`src/rtl/psw_pkg.sv`:
```
package psw_pkg;
  localparam int unsigned B_Z     = 0;
  localparam int unsigned B_C     = 1;
  localparam int unsigned B_N     = 2;
  localparam int unsigned B_V     = 3;
  localparam int unsigned B_SLEEP = 4;
  localparam int unsigned B_GIE   = 5;
  localparam int unsigned B_STEP  = 6;
  localparam int unsigned B_BRKEN = 7;
  localparam int unsigned CTL_W   = 8;
  localparam int unsigned FLAG_W  = 4;
  localparam int unsigned CODE_W  = 3;

  typedef enum logic [CODE_W-1:0] {
    CND_ALWAYS = 3'd0,
    CND_ZERO   = 3'd1,
    CND_NZERO  = 3'd2,
    CND_GE     = 3'd3,
    CND_GT     = 3'd4,
    CND_LT     = 3'd5,
    CND_CARRY  = 3'd6,
    CND_OVF    = 3'd7
  } cond_e;

  function automatic logic cond_holds(input logic [FLAG_W-1:0] fl,
                                      input logic [CODE_W-1:0] code);
    logic r;
    case (cond_e'(code))
      CND_ALWAYS: r = 1'b1;
      CND_ZERO:   r = fl[B_Z];
      CND_NZERO:  r = ~fl[B_Z];
      CND_GE:     r = ~fl[B_N];
      CND_GT:     r = ~fl[B_N] & ~fl[B_Z];
      CND_LT:     r = fl[B_N];
      CND_CARRY:  r = fl[B_C];
      default:    r = fl[B_V];
    endcase
    return r;
  endfunction
endpackage

```
`src/rtl/psw_cond.sv`:
```
module psw_cond
  import psw_pkg::*;
(
  input  logic [FLAG_W-1:0] flags_i,
  input  logic [CODE_W-1:0] code_i,
  output logic              true_o
);
  always_comb true_o = cond_holds(flags_i, code_i);

  // code 0 never blocks an instruction
  always_comb begin
    if (code_i == 3'd0) begin
      a_r4_always_true: assert (true_o);
    end
  end
endmodule

```
`src/rtl/psw_next.sv`:
```
module psw_next
  import psw_pkg::*;
#(
  parameter int unsigned WORD_W = 32
) (
  input  logic [WORD_W-1:0] cur_i,
  input  logic [WORD_W-1:0] wr_data_i,
  input  logic [FLAG_W-1:0] alu_flags_i,
  input  logic              ev_brk_i,
  input  logic              ev_wr_i,
  input  logic              ev_flag_i,
  input  logic              ev_step_exit_i,
  input  logic              ev_irq_i,
  output logic [WORD_W-1:0] nxt_o,
  output logic              set_dbg_o,
  output logic              brk_step_o
);
  logic in_user;
  assign in_user    = cur_i[B_GIE];
  assign brk_step_o = ev_brk_i & ~cur_i[B_BRKEN];

  always_comb begin
    nxt_o     = cur_i;
    set_dbg_o = 1'b0;
    if (ev_brk_i) begin
      if (cur_i[B_BRKEN]) begin
        set_dbg_o = 1'b1;
      end else begin
        nxt_o[B_STEP] = 1'b1;
        nxt_o[B_GIE]  = 1'b0;
      end
    end else if (ev_wr_i) begin
      nxt_o = wr_data_i;
      if (in_user) begin
        nxt_o[B_STEP]  = cur_i[B_STEP];
        nxt_o[B_BRKEN] = cur_i[B_BRKEN];
      end
    end else if (ev_flag_i) begin
      nxt_o[B_V:B_Z] = alu_flags_i;
    end
    if (ev_step_exit_i) nxt_o[B_GIE] = 1'b0;
    if (ev_irq_i) begin
      nxt_o[B_GIE]   = 1'b0;
      nxt_o[B_SLEEP] = 1'b0;
    end
    if (in_user && !nxt_o[B_GIE] && !brk_step_o) nxt_o[B_STEP] = 1'b0;
  end
endmodule

```
`src/rtl/status_word_unit.sv`:
```
module status_word_unit
  import psw_pkg::*;
#(
  parameter int unsigned WORD_W = 32,
  localparam int unsigned TRAP_W = WORD_W - CTL_W
) (
  input  logic              clk,
  input  logic              rst_n,
  input  logic              retire_i,
  input  logic              alu_setf_i,
  input  logic [3:0]        alu_flags_i,
  input  logic              wr_en_i,
  input  logic [WORD_W-1:0] wr_data_i,
  input  logic              brk_i,
  input  logic              irq_i,
  input  logic [2:0]        cond_i,
  output logic              cond_true_o,
  output logic [WORD_W-1:0] word_o,
  output logic [3:0]        flags_o,
  output logic              sleep_o,
  output logic              user_mode_o,
  output logic              step_o,
  output logic              brk_en_o,
  output logic [TRAP_W-1:0] trap_id_o,
  output logic              wait_o,
  output logic              halt_o,
  output logic              dbg_halt_o
);
  logic [WORD_W-1:0] word_q, word_d;
  logic              dbg_q, set_dbg, brk_step;

  // named events for the assertions
  logic ev_brk, ev_wr, ev_flag, ev_step_exit, ev_irq;
  assign ev_brk       = retire_i & brk_i;
  assign ev_wr        = retire_i & wr_en_i & ~brk_i;
  assign ev_flag      = retire_i & alu_setf_i & ~wr_en_i & ~brk_i;
  assign ev_step_exit = retire_i & ~brk_i & word_q[B_GIE] & word_q[B_STEP];
  assign ev_irq       = irq_i & word_q[B_GIE];

  psw_next #(.WORD_W(WORD_W)) u_next (
    .cur_i          (word_q),
    .wr_data_i      (wr_data_i),
    .alu_flags_i    (alu_flags_i),
    .ev_brk_i       (ev_brk),
    .ev_wr_i        (ev_wr),
    .ev_flag_i      (ev_flag),
    .ev_step_exit_i (ev_step_exit),
    .ev_irq_i       (ev_irq),
    .nxt_o          (word_d),
    .set_dbg_o      (set_dbg),
    .brk_step_o     (brk_step)
  );

  always_ff @(posedge clk or negedge rst_n) begin
    if (!rst_n) begin
      word_q <= '0;
      dbg_q  <= 1'b0;
    end else begin
      word_q <= word_d;
      if (set_dbg) dbg_q <= 1'b1;
    end
  end

  psw_cond u_cond (
    .flags_i (word_q[B_V:B_Z]),
    .code_i  (cond_i),
    .true_o  (cond_true_o)
  );

  assign word_o      = word_q;
  assign flags_o     = word_q[B_V:B_Z];
  assign sleep_o     = word_q[B_SLEEP];
  assign user_mode_o = word_q[B_GIE];
  assign step_o      = word_q[B_STEP];
  assign brk_en_o    = word_q[B_BRKEN];
  assign trap_id_o   = word_q[WORD_W-1:CTL_W];
  assign wait_o      = word_q[B_SLEEP] & word_q[B_GIE];
  assign halt_o      = word_q[B_SLEEP] & ~word_q[B_GIE];
  assign dbg_halt_o  = dbg_q;

  // trap field moves only with a write
  a_r2_trap_field_kept: assert property (@(posedge clk) disable iff (!rst_n)
    !(retire_i && wr_en_i && !brk_i) |=> $stable(word_o[WORD_W-1:CTL_W]));

  // interrupt in user mode leaves user mode and wakes
  a_r5_irq_enters_sup: assert property (@(posedge clk) disable iff (!rst_n)
    (user_mode_o && irq_i) |=> (!user_mode_o && !sleep_o));

  // break enable cannot move while in user mode
  a_r7_brken_locked: assert property (@(posedge clk) disable iff (!rst_n)
    user_mode_o |=> $stable(brk_en_o));

  // a stepped instruction returns to supervisor with step cleared
  a_r8_step_return: assert property (@(posedge clk) disable iff (!rst_n)
    (user_mode_o && step_o && retire_i && !brk_i) |=> (!user_mode_o && !step_o));

  // break with enable set raises the debugger halt
  a_r9_dbg_raise: assert property (@(posedge clk) disable iff (!rst_n)
    (retire_i && brk_i && brk_en_o) |=> dbg_halt_o);

  // debugger halt is sticky
  a_r9_dbg_sticky: assert property (@(posedge clk) disable iff (!rst_n)
    dbg_halt_o |=> dbg_halt_o);

  // waiting and halted are exclusive
  a_r10_wait_halt_excl: assert property (@(posedge clk) disable iff (!rst_n)
    $onehot0({wait_o, halt_o}));
endmodule

```
`config.mk`:
```
export PLATFORM = sky130hd
export DESIGN_NAME = status_word_unit
export DESIGN_NICKNAME = d
export VERILOG_FILES = /design/src/rtl/psw_pkg.sv /design/src/rtl/psw_cond.sv /design/src/rtl/psw_next.sv /design/src/rtl/status_word_unit.sv
export SDC_FILE = /design/constraint.sdc
export NUM_CORES = 1
export LEC_CHECK = 0
export BUFFER_PORTS_ARGS = -buffer_cell sky130_fd_sc_hd__buf_2
export CELL_PAD_IN_SITES_DETAIL_PLACEMENT = 0
export CELL_PAD_IN_SITES_GLOBAL_PLACEMENT = 1
export CORE_AREA = 2 2 85 87
export DETAILED_ROUTE_END_ITERATION = 6
export DIE_AREA = 0 0 87 89
export GPL_TIMING_DRIVEN = 0
export PLACE_DENSITY = 0.74
export SETUP_SLACK_MARGIN = 0.1
export SLEW_MARGIN = 5
export SYNTH_ARGS = -nofsm -noshare
export SYNTH_HDL_FRONTEND = slang
export SYNTH_HIERARCHICAL = 1
export SYNTH_SLANG_ARGS = --single-unit
```
`constraint.sdc`:
```
create_clock -name clk -period 1.09 [get_ports clk]
set_input_delay 0.218 -clock clk [delete_from_list [all_inputs] [get_ports clk]]
set_output_delay 0.218 -clock clk [all_outputs]
set_load 0.005 [all_outputs]
```
## Word-level counts from Yosys, hierarchy flattened

Cells that the tools add are included.
W data, S select, Z words.

| word-level totals | value |
|---|---|
| bits in registers | 33 |
| input bits | 46 |
| output and inout port bits | 68 |
| logic and storage cells | 63 |

| cells by class | value |
|---|---|
| eq/ne operators | 9 |
| mux-type cells | 13 |
| bitwise logic cells | 21 |
| reductions and logical operators | 13 |

Operator list:

| operator | count |
|---|---|
| $and A1 B1 Y1 | 14 |
| $eq A3 B3 Y1 const B | 3 |
| $mux W4 | 2 |
| $not A1 Y1 | 7 |
| $pmux W1 S7 | 1 |
| $eq A3 B2 Y1 const B | 2 |
| $mux W2 | 3 |
| $reduce_and A2 Y1 | 3 |
| $reduce_and A3 Y1 | 2 |
| $mux W1 | 5 |
| $mux W5 | 1 |
| $reduce_bool A2 Y1 | 2 |
| $eq A3 B1 Y1 const B | 1 |
| $logic_not A3 Y1 | 1 |
| $mux W3 | 1 |
| $ne A3 B1 Y1 const B | 1 |
| $ne A3 B3 Y1 const B | 1 |
| $reduce_bool A3 Y1 | 1 |
| $logic_and A1 B1 Y1 | 2 |
| $logic_not A1 Y1 | 2 |
| $ne A2 B2 Y1 const B | 1 |

## Depth between registers and ports, before layout

| depth | value |
|---|---|
| word-level depth | 12 |
| mapped depth | 7 |
| depth with buffers taken out | 4 |

## By module

The synthesis kept the hierarchy.

Modules (own cells, without submodules):

| module | instances | cells an instance | area each (um^2) | seq. area each (um^2) |
|---|---|---|---|---|
| status_word_unit | 1 | 73 | 1131.1 | 825.8 |
| psw_next | 1 | 111 | 539.3 | 0.0 |
| psw_cond | 1 | 9 | 65.1 | 0.0 |

## Worst setup path before layout

OpenSTA, ideal clock, no wires.

| path | value |
|---|---|
| kind | input port to flip-flop |
| start point | input retire_i |
| end point | register word_q[7] (netlist: word_o[7]) |
| library setup time | 0.125 ns |
| arrival time | 1.171 ns |
| setup slack | -0.206 ns |
| cell stages on the path | 6 |
| path buffers | 2 |
| cells stage by stage | and2_2 -> buf_6 -> nand2b_1 -> buf_6 -> nor2_2 -> mux2_4 |

| between the ends | value |
|---|---|
| cells in the longest elaborated chain, start to end | 3 |

Ends and longest elaborated chain:

| element | RTL line | source |
|---|---|---|
| start, declared | status_word_unit.sv:9 | `input logic retire_i,` |
| $and A1 B1 Y1, on equally long branches | status_word_unit.sv:35, status_word_unit.sv:34 |  |
| $and A1 B1 Y1 / $not A1 Y1 (equally long branches) | -- |  |
| $reduce_and A3 Y1 (no source line) (*) | -- |  |
| end signal, assigned | status_word_unit.sv:59 | `word_q <= word_d;` |
| end, declared | status_word_unit.sv:29 | `logic [WORD_W-1:0] word_q, word_d;` |

Mark *: on every way between the ends. The rest lies on a longest branch, timed or not.
A chain may end at the register's enable or synchronous reset.

## Final worst setup path

| path | value |
|---|---|
| start point | register word_q[3] (netlist: word_o[3]) |
| end point | output cond_true_o |

| between the ends | value |
|---|---|
| cells in the longest elaborated chain, start to end | 1 |

Ends and longest elaborated chain:

| element | RTL line | source |
|---|---|---|
| $pmux W1 S7 | psw_pkg.sv:28 | `case (cond_e'(code))` |
| end, declared | status_word_unit.sv:17 | `output logic cond_true_o,` |

No other way between the ends.

==> impl_metrics.yaml <==
sta:
  timing.final.max_slew_violations: 0
  tightest_slew_ns: 0.752
  fin_setup_tns_ns: -3.44
  finalWorstSetupSlack_ns: -0.383
  rsz0062_at_grt: "true"
  finClkSkew_ns: 0.00272
  period_share: 1.35
  fin_crit_ns: 1.47
  holdWs_ns: -0.00117
  max-slew-margin-rel: 0.499
  setup_viol_count_final: 42
  finalHoldViolCount: 1
  fmax_ghz: 0.679
route:
  ant_nets: 0
  drt_first_pass_iters: 4
  vias: 1846
  drt_iter0_markers: 31
  wl_per_cell_um: 12.9
  drc_errors: 0
  routed_wl_mm: 5.53
  viasPerCell: 4.29
worst_hold_path:
  min_path_type: "input port to asynchronous set/reset pin"
global_routing:
  grt_pass1_vias: 1651
  grt_use_total: 0.126
  grt_max_degree: 34
  grt_overflow: 0
  antenna_found_initial: 0
  grt_first_pass_wirelength_mm: 7.62
synthesis:
  syn_avg_cell_area_sq_um: 9.02
  syn_inst: 192
  synthesis.nets: 238
  yosysWarnings: 6
  syn_area_sq_mm: 0.00173
worst_setup_path:
  crit_fanout: 2
  rrSetupSlack_ns: -0.04
  r2r_start: "word_o[5]$_DFF_PN0_"
  critPathKind: "register to output pin"
  reg2reg_depth: 5
  r2r_end: "word_o[6]$_DFF_PN0_"
  cp-start-kind: "register"
  critPathArrivalTime_ns: 1.26
  end_kind: "output pin"
  cp.required_ns: 0.87
place:
  place_hpwl_mm: 3.36
  portBuffers: 113
  gp_congestion: 0.693
clocking:
  path_clk_slew_ns: 0.07
  cts_root_buf: "clkbuf_8"
  clock-sinks: 33
  ctsHtreeMaxLevel: 2
  clock_path_buffers: 2
  clkLatencyLatePin_ns: 0.28
  cts_tree: "done"
  numCtsBuffers: 5
status:
  violations: "hold timing, setup timing"
  status: "finished with violations"
power_and_ir_drop:
  totalPowerFinal_mw: 5.45
  power_density_mw_per_mm2: 1590
  leakage_nw: 1.85
  ir_worst_vdd_mv: 0.768
die:
  dieArea_sq_mm: 0.00774
  start_util: 0.258
  ioPinCount: 114
  core_sq_mm: 0.00672
  std_cell_rows: 30
  die_x_um: 87
  die_h_um: 89
layout:
  drive_gt1_frac: 0.680
  area_growth_pct: 98.1
  fin_nets: 395
  n_antenna_cell: 0
job:
  drv_cap: 0
[flip-flops by register name (all words and copies together) (netlist names)]
register and count:
dbg_halt_o 1, word_o 32
[metrics by stage]
stage                     instances  setup WS (ns)   util  instance area (sq um)
after floorplan                 192         -0.153      -                   1750
after global placement          385         -0.332  0.359                   2410
after detailed placement        385         -0.354  0.359                   2410
after CTS                       413         -0.364  0.460                   3090
after global routing            430         -0.434  0.511                   3430
final                           430         -0.383  0.511                   3430
[power by group]
| group | switching (mW) | internal [mW] | total (mW) |
|---|---|---|---|
| Combinational | 0.801 | 1.71 | 2.51 |
| Clock | 0.450 | 0.745 | 1.19 |
| Sequential | 0.271 | 1.48 | 1.75 |
| Total | 1.52 | 3.93 | 5.45 |
[worst max-delay path, stage by stage, from the launching register on]
cell and delay (ns):
dfrtp_1 0.38, mux2i_1 0.09, a211o_1 0.31, o221ai_2 0.06
buf_2 0.14
[metal layers]
| layer | up-vias | GRT usage | share of wire |
|---|---|---|---|
| li1 | 902 | - | - |
| met1 | 870 | 0.148 | 0.40 |
| met2 | 66 | 0.225 | 0.53 |
| met3 | 8 | 0.0369 | 0.056 |
| met4 | 0 | 0.0298 | 0.015 |
| met5 | - | 0 | 0 |
[cell usage in the layout, fill, tap and decap left out, drive strengths merged]
master / instances
a211o: 1
nor2: 2
nand2: 76
a2bb2oi: 1
bufinv: 1
o2111ai: 1
buf: 186
and3b: 1
nand2b: 1
and4b: 1
mux2i: 2
nor2b: 3
mux2: 2
a22oi: 8
dfrtp: 33
o22a: 1
a21oi: 3
inv: 3
o21ai: 4
or2: 1
nor3: 2
o221ai: 2
and2: 4
and4bb: 1
clkbuf: 10
[repair_timing]
| item | CTS | global route |
|---|---|---|
| gates resized for setup | 89 | 46 |
| pin swaps | 9 | 23 |
| hold buffers | 0 | 0 |
| cloned | 0 | 3 |
| setup endpoints to repair | 96 | 99 |
| buffers inserted | 21 | 14 |
[final cells by class]
type	count	area (sq um)
Clock inverter	1	30.0
Buffer	39	450
Timing Repair Buffer	150	1180
Inverter	3	11.3
Sequential cell	33	831
Clock buffer	7	86.3
Fill cell	644	3290
Multi-Input combinational cell	117	746
Tap cell	80	100
[worst max-delay path by stage]
stage / from / to / slack (ns) / depth (start not counted)
2_1_floorplan: retire_i / word_o[7]$_DFF_PN0_ / -0.15 / 6
3_3_place_gp: brk_i / word_o[27]$_DFF_PN0_ / -0.33 / 7
3_5_place_dp: brk_i / word_o[29]$_DFF_PN0_ / -0.35 / 7
4_1_cts: word_o[0]$_DFF_PN0_ / cond_true_o / -0.36 / 3
5_1_grt: word_o[1]$_DFF_PN0_ / cond_true_o / -0.43 / 4
6_report: word_o[3]$_DFF_PN0_ / cond_true_o / -0.38 / 4
No activity file was read; power rests on OpenSTA's default activity.
